**src/rtl/rms_pkg.sv**
```systemverilog
package rms_pkg;

  typedef enum logic [2:0] {
    ST_IDLE,
    ST_CHECK,
    ST_BASE,
    ST_MIR1,
    ST_MIR2,
    ST_DONE
  } rms_state_t;

  localparam logic [1:0] SZ_1MB = 2'b00;
  localparam logic [1:0] SZ_2MB = 2'b01;
  localparam logic [1:0] SZ_4MB = 2'b10;

  // Decide the size code from the final candidate counters.
  function automatic logic [1:0] size_decide(input int unsigned c1,
                                             input int unsigned c2,
                                             input int unsigned full);
    if (c1 == full)      return SZ_1MB;
    else if (c2 == full) return SZ_2MB;
    else                 return SZ_4MB;
  endfunction

  // Address of probe offset 'off' within window 'win' (0 = base).
  function automatic int unsigned probe_addr(input int unsigned off,
                                             input int unsigned win,
                                             input int unsigned step);
    return off + win * step;
  endfunction

endpackage

```
**src/rtl/rms_tracker.sv**
```systemverilog
module rms_tracker #(
  parameter int PROBE_LEN = 64,
  parameter int DATA_W    = 8,
  localparam int CNT_W    = $clog2(PROBE_LEN + 1)
) (
  input  logic              clk,
  input  logic              rst_n,
  input  logic              clear,
  input  logic [CNT_W-1:0]  offset,
  input  logic              cmp_valid,
  input  logic [DATA_W-1:0] base_byte,
  input  logic [DATA_W-1:0] mirror_byte,
  output logic [CNT_W-1:0]  count,
  output logic              alive
);

  logic bump;

  assign alive = (count == offset);
  assign bump  = cmp_valid && (mirror_byte == base_byte);

  always_ff @(posedge clk) begin
    if (!rst_n)      count <= '0;
    else if (clear)  count <= '0;
    else if (bump)   count <= count + 1'b1;
  end

  // a match advances the counter by exactly one
  a_r5_bump_step: assert property (@(posedge clk) disable iff (!rst_n)
    bump && !clear |=> count == CNT_W'($past(count) + 1));
  // no compare, no clear -> counter holds
  a_r5_hold: assert property (@(posedge clk) disable iff (!rst_n)
    !bump && !clear |=> $stable(count));
  // mirror reads are only compared while the candidate is unbroken
  a_r5_only_alive: assert property (@(posedge clk) disable iff (!rst_n)
    cmp_valid |-> alive);
  // counter never passes the probe length
  a_r5_cap: assert property (@(posedge clk) disable iff (!rst_n)
    count <= CNT_W'(PROBE_LEN));

endmodule

```
**src/rtl/rms_sequencer.sv**
```systemverilog
module rms_sequencer
  import rms_pkg::*;
#(
  parameter int ADDR_W      = 22,
  parameter int DATA_W      = 8,
  parameter int PROBE_LEN   = 64,
  parameter int MIRROR_STEP = 'h100000,
  localparam int CNT_W      = $clog2(PROBE_LEN + 1)
) (
  input  logic                  clk,
  input  logic                  rst_n,
  input  logic                  start,
  input  logic                  rd_ack,
  input  logic [DATA_W-1:0]     rd_data,
  input  logic [1:0]            alive,
  input  logic [1:0][CNT_W-1:0] counts,
  output logic                  rd_req,
  output logic [ADDR_W-1:0]     rd_addr,
  output logic [1:0]            cmp_valid,
  output logic                  clear,
  output logic [CNT_W-1:0]      offset,
  output logic [DATA_W-1:0]     base_q,
  output logic                  done,
  output logic [1:0]            size_code
);

  rms_state_t state;
  logic       scan_end;
  logic [1:0] win;

  assign clear    = start && (state == ST_IDLE || state == ST_DONE);
  assign scan_end = (offset == CNT_W'(PROBE_LEN)) || (alive == 2'b00);
  assign rd_req   = (state == ST_BASE) || (state == ST_MIR1) || (state == ST_MIR2);
  assign done     = (state == ST_DONE);
  assign cmp_valid[0] = (state == ST_MIR1) && rd_ack;
  assign cmp_valid[1] = (state == ST_MIR2) && rd_ack;

  always_comb begin
    case (state)
      ST_MIR1: win = 2'd1;
      ST_MIR2: win = 2'd2;
      default: win = 2'd0;
    endcase
  end

  assign rd_addr = ADDR_W'(probe_addr(int'(offset), int'(win), MIRROR_STEP));

  always_ff @(posedge clk) begin
    if (!rst_n) begin
      state     <= ST_IDLE;
      offset    <= '0;
      base_q    <= '0;
      size_code <= SZ_1MB;
    end else begin
      case (state)
        ST_IDLE, ST_DONE: if (start) begin
          state  <= ST_CHECK;
          offset <= '0;
        end
        ST_CHECK: begin
          if (scan_end) begin
            state     <= ST_DONE;
            size_code <= size_decide(int'(counts[0]), int'(counts[1]), PROBE_LEN);
          end else begin
            state <= ST_BASE;
          end
        end
        ST_BASE: if (rd_ack) begin
          base_q <= rd_data;
          state  <= alive[0] ? ST_MIR1 : ST_MIR2;
        end
        ST_MIR1: if (rd_ack) begin
          if (alive[1]) begin
            state <= ST_MIR2;
          end else begin
            state  <= ST_CHECK;
            offset <= offset + 1'b1;
          end
        end
        ST_MIR2: if (rd_ack) begin
          state  <= ST_CHECK;
          offset <= offset + 1'b1;
        end
        default: state <= ST_IDLE;
      endcase
    end
  end

  // request and address held until acknowledged
  a_r3_addr_hold: assert property (@(posedge clk) disable iff (!rst_n)
    rd_req && !rd_ack |=> rd_req && $stable(rd_addr));
  // only offsets inside the probe window are requested
  a_r4_window: assert property (@(posedge clk) disable iff (!rst_n)
    rd_req |-> (rd_addr & ADDR_W'(MIRROR_STEP - 1)) < ADDR_W'(PROBE_LEN));
  // no read once the scan has finished
  a_r6_quiet_done: assert property (@(posedge clk) disable iff (!rst_n)
    done |-> !rd_req);
  // result and flag hold until the next start
  a_r8_done_hold: assert property (@(posedge clk) disable iff (!rst_n)
    done && !start |=> done && $stable(size_code));

endmodule

```
**src/rtl/rom_mirror_sizer.sv**
```systemverilog
module rom_mirror_sizer #(
  parameter int ADDR_W      = 22,
  parameter int DATA_W      = 8,
  parameter int PROBE_LEN   = 64,
  parameter int MIRROR_STEP = 'h100000
) (
  input  logic              clk,
  input  logic              rst_n,
  input  logic              start,
  output logic              rd_req,
  output logic [ADDR_W-1:0] rd_addr,
  input  logic              rd_ack,
  input  logic [DATA_W-1:0] rd_data,
  output logic [1:0]        size_code,
  output logic              done
);

  localparam int CNT_W  = $clog2(PROBE_LEN + 1);
  localparam int N_CAND = 2;

  logic [N_CAND-1:0]            alive;
  logic [N_CAND-1:0]            cmp_valid;
  logic [N_CAND-1:0][CNT_W-1:0] counts;
  logic                         clear;
  logic [CNT_W-1:0]             offset;
  logic [DATA_W-1:0]            base_q;

  rms_sequencer #(
    .ADDR_W(ADDR_W), .DATA_W(DATA_W),
    .PROBE_LEN(PROBE_LEN), .MIRROR_STEP(MIRROR_STEP)
  ) u_seq (
    .clk(clk), .rst_n(rst_n), .start(start),
    .rd_ack(rd_ack), .rd_data(rd_data),
    .alive(alive), .counts(counts),
    .rd_req(rd_req), .rd_addr(rd_addr),
    .cmp_valid(cmp_valid), .clear(clear),
    .offset(offset), .base_q(base_q),
    .done(done), .size_code(size_code)
  );

  for (genvar g = 0; g < N_CAND; g++) begin : g_cand
    rms_tracker #(.PROBE_LEN(PROBE_LEN), .DATA_W(DATA_W)) u_trk (
      .clk(clk), .rst_n(rst_n), .clear(clear),
      .offset(offset), .cmp_valid(cmp_valid[g]),
      .base_byte(base_q), .mirror_byte(rd_data),
      .count(counts[g]), .alive(alive[g])
    );
  end

endmodule

```
**config.mk**
```make
export PLATFORM = sky130hd
export DESIGN_NAME = rom_mirror_sizer
export DESIGN_NICKNAME = d
export VERILOG_FILES = /design/src/rtl/rms_pkg.sv /design/src/rtl/rms_tracker.sv /design/src/rtl/rms_sequencer.sv /design/src/rtl/rom_mirror_sizer.sv
export SDC_FILE = /design/constraint.sdc
export NUM_CORES = 1
export LEC_CHECK = 0
export BUFFER_PORTS_ARGS = -buffer_cell sky130_fd_sc_hd__buf_2
export CORE_MARGIN = 4
export CORE_UTILIZATION = 50
export CTS_BUF_LIST = sky130_fd_sc_hd__clkbuf_16
export CTS_CLUSTER_DIAMETER = 60
export DETAILED_ROUTE_END_ITERATION = 10
export PLACE_DENSITY = 0.73
export REMOVE_ABC_BUFFERS = 1
export SETUP_SLACK_MARGIN = 0.2
export SYNTH_ARGS = -nofsm -noshare
export SYNTH_HDL_FRONTEND = slang
export SYNTH_SLANG_ARGS = --single-unit
export TNS_END_PERCENT = 1
```
**constraint.sdc**
```tcl
create_clock -name clk -period 1.8 [get_ports clk]
set_clock_uncertainty 0.05 [all_clocks]
set_input_delay 0.18 -clock clk [delete_from_list [all_inputs] [get_ports clk]]
set_output_delay 0.18 -clock clk [all_outputs]
set_load 0.03 [all_outputs]
```
==> impl_results.md <==
* Status: finished, violations left
* Failing checks: negative setup slack
* Post-synth EDFFs at 0
* Crit-path slowest cell: or4b_1
* Inserted Clock Buffers at 5
* Unrepaired setup endpoints after global routing: yes
* Largest net degree at the start of global routing at 22
* Hold depth at 3
* Data arrival time of the critical path at 1.99 ns
* Antenna viol nets, final at 0
* Area share of xor/xnor cells in the synthesized design at 15.7%
* Crit. End Element: flop
* Fin. max-slew vios at 0
* Hold Crit Class: input port to flop
* Primary FF master, synth: dfxtp_1
* Cell Chain, Critical Path: inv_1 -> ha_1 -> or4b_1 -> nor3b_1 -> or4b_1 -> a21oi_1
* Post-synthesis cell type count at 47
* CTS tree: yes
* Combinational share of power at 30.0%
* Endpoints failing setup at 2
* Max-cap check violation count at 0
* Avg Cell Area, Syn at 8.53 sq um
* Switching pwr at 0.843 mW
* Sequential share of the synthesized area at 32.2%
* Asr flop ratio synth at 0%
* Max Clock Freq at 0.535 GHz
* TritonRoute pass-1 iters at 4
* Initial Utilization at 52.1%
* #FFs+latches synth at 34
* Place WS at -0.0227 ns
* WP data required at 1.92 ns
* Sequential power share at 32.6%
* Routed WL per cell at 14.6 microns
* Share of layout cells above drive strength 1 at 32.6%
* Initial antenna violation count at 0
* Clock Sinks at 34
* Total Routed Length at 5090 microns
* Post-synthesis adder-cell area fraction at 3.55%
* Number of global-route vias before repair at 1,859
* Area of the mapped netlist at 2120 sq um
* Area of the core at 4060 sq um
* P&R area growth vs syn at 27.9%
* First-pass GRT wire length at 8320 microns
* Most common cell on crit path: or4b_1
* Number of DRC markers in iteration 0 at 83
* Power Internal at 1.80 mW
* Largest stage delay on the critical path at 0.43 ns
* Critical path startpoint category: flop
* CTS Buffer Depth at 2
* Setup ws final at -0.0684 ns
* Kind of critical path: flop to flop
* Mux contribution to synthesized area at 5.74%
* Largest family of logic cells by synthesized area: simple AND/OR/NAND/NOR gates
* Final hold violation count at 0
* Remaining DRCs at 0
* GPL Wtd Cong at 0.849
* PD cells at 976 nW/um^2
* Tcrit/Tclk final at 104%
* Die area at 5340 sq um
* Sw Share at 31.9%
* ANT cells at 0
* R2r worst-path depth at 6
* Cells after Synth at 248
* DIE HEIGHT at 73.1 microns
* Global route overflow at 0
* Vias/cell at 5.37
* Synth warn at 0
* CTS root buf: clkbuf_16
* Count of nets after finishing at 315
* Post-Synth Simple-Gate Area at 23.6%
* Post-DP HPWL at 3410 microns
* H-tree depth at 2
* Synth Area in Compound Gates at 9.28%
* Rows at 23
* Power, Total at 2.64 mW
* VDD IR max at 626 uV
* Gr usage total at 20.2%
* Die width at 73.1 microns
* Worst-path clk slew at 0.06 ns
* Fin crit period at 1.87 ns
* Ports at 38
* Later-pin clock latency in the skew report at 0.28 ns
* Lkg Pwr at 1.20 nW
* Clock power share at 37.4%
* # port buffers at 24
* Via Count at 1,870
* CP Max Fanout at 4
area by class of cell:
type                    instances  area (sq um)
fillers                       334          1350
well taps                      50          62.6
inverters                      12          45.0
multi-input cells             189          1360
clock inverters                 3          45.0
flip-flops and latches         34           702
clock buffers                   5           125
repair buffers                 55           367
critical path, delay by kind of cell, from the launching register on:
kind / cells / cell delay [ns]
simple gates: 3 / 1.06
buf+inv: 1 / 0.10
fa+ha+maj: 1 / 0.14
compound gates: 1 / 0.06
flops: 1 / 0.34
kinds of logic (layout without fill, tap and decap cells):
family	Yosys count	count (layout)
fa+ha+maj	6	6
other cells	1	13
flops	34	34
buf+inv	37	75
xor+xnor	38	38
mux	12	12
compound gates	29	29
simple gates	91	91
metrics by stage:
step | hold WS, ns | TNS (ns) | utilization (%) | instance area (sq um) | std cells
after floorplan | 0.270 | -18.11 | - | 2000 | 235
after detailed placement | 0.407 | -0.0473 | 58.4 | 2370 | 333
after global routing | 0.134 | -0.708 | 66.7 | 2710 | 348
final | 0.111 | -0.125 | 66.7 | 2710 | 348
after global placement | 0.394 | 0 | 58.4 | 2370 | 333
after CTS | 0.113 | 0 | 65.3 | 2650 | 347
flip-flops by register name (all words and copies together), names as in the netlist:
signal / cells
g_cand.u_trk.count: 14
u_seq.base_q: 8
u_seq.offset: 7
u_seq.size_code: 2
u_seq.state: 3
placed cells by master (no fill, tap or decap), types with 3 or more instances in the layout:
cell type	Yosys	layout
clkbuf_16	0	5
o21ai_1	3	3
nand3_1	8	6
ha_1	6	5
nor2_2	1	3
dfxtp_4	0	3
o21ai_0	7	6
buf_4	14	29
dfxtp_2	0	8
a21oi_1	4	4
xnor2_1	15	14
mux2i_1	11	11
buf_6	1	3
nand2_1	10	9
nor2_1	37	35
conb_1	1	13
dfxtp_1	34	23
and2_1	5	5
xor2_1	23	22
nand4_1	8	8
buf_2	5	23
inv_1	12	12
nor4_2	1	3
power by group through the flow:
stage                     registers [mW]  logic, mW  clock network [mW]
after floorplan                    0.891      0.411                   0
after detailed placement           0.866      0.665                   0
after global placement             0.865      0.654                   0
after CTS                          0.858      0.740               0.995
after global routing               0.865      0.849                1.02
final                              0.862      0.792               0.988
routing by layer:
layer,GRT usage (%),wire (microns)
met1,24.6,2120
met5,0,0
met3,5.37,281
met2,32.3,2460
met4,10.7,227
synth_stat cells (all sizes together), types with 2 or more instances:
master   number  area share, %
nor4          7            3.8
nor2b         4            1.5
a21oi         5            1.4
nand4         8            2.4
o2111ai       2           0.83
inv          12            2.1
nor2         38            6.9
nand2b        2           0.59
nor3          2           0.47
o21ai        10            2.4
dfxtp        34             32
clkbuf        5           0.95
nand2        11            2.3
or4b          2           0.95
or3           2           0.59
nand3         8            1.9
and2          5            1.5
xnor2        15            6.2
a21boi        2           0.71
buf          20            6.7
mux2i        11            5.2
ha            6            3.5
xor2         23            9.5
final timing paths:
kind,end,startpoint,slack [ns]
hold reg to reg,u_seq.size_code[0],u_seq.size_code[0],0.44
setup / recovery,u_seq.size_code[1],g_cand[1].u_trk.count[1],-0.07
setup reg to reg,u_seq.size_code[1],g_cand[1].u_trk.count[1],-0.07
hold / removal,u_seq.base_q[5],rd_data[5],0.11
what timing repair did:
| item | 4_1_cts | 5_1_grt |
|---|---|---|
| setup endpoints to repair | 37 | 36 |
| hold buffers | 0 | 0 |
| resized for setup | 22 | 13 |
| pin swaps | 7 | 9 |
| setup buffers | 6 | 1 |
| cloned | 0 | 0 |
Power figures use the tool's default switching activity.
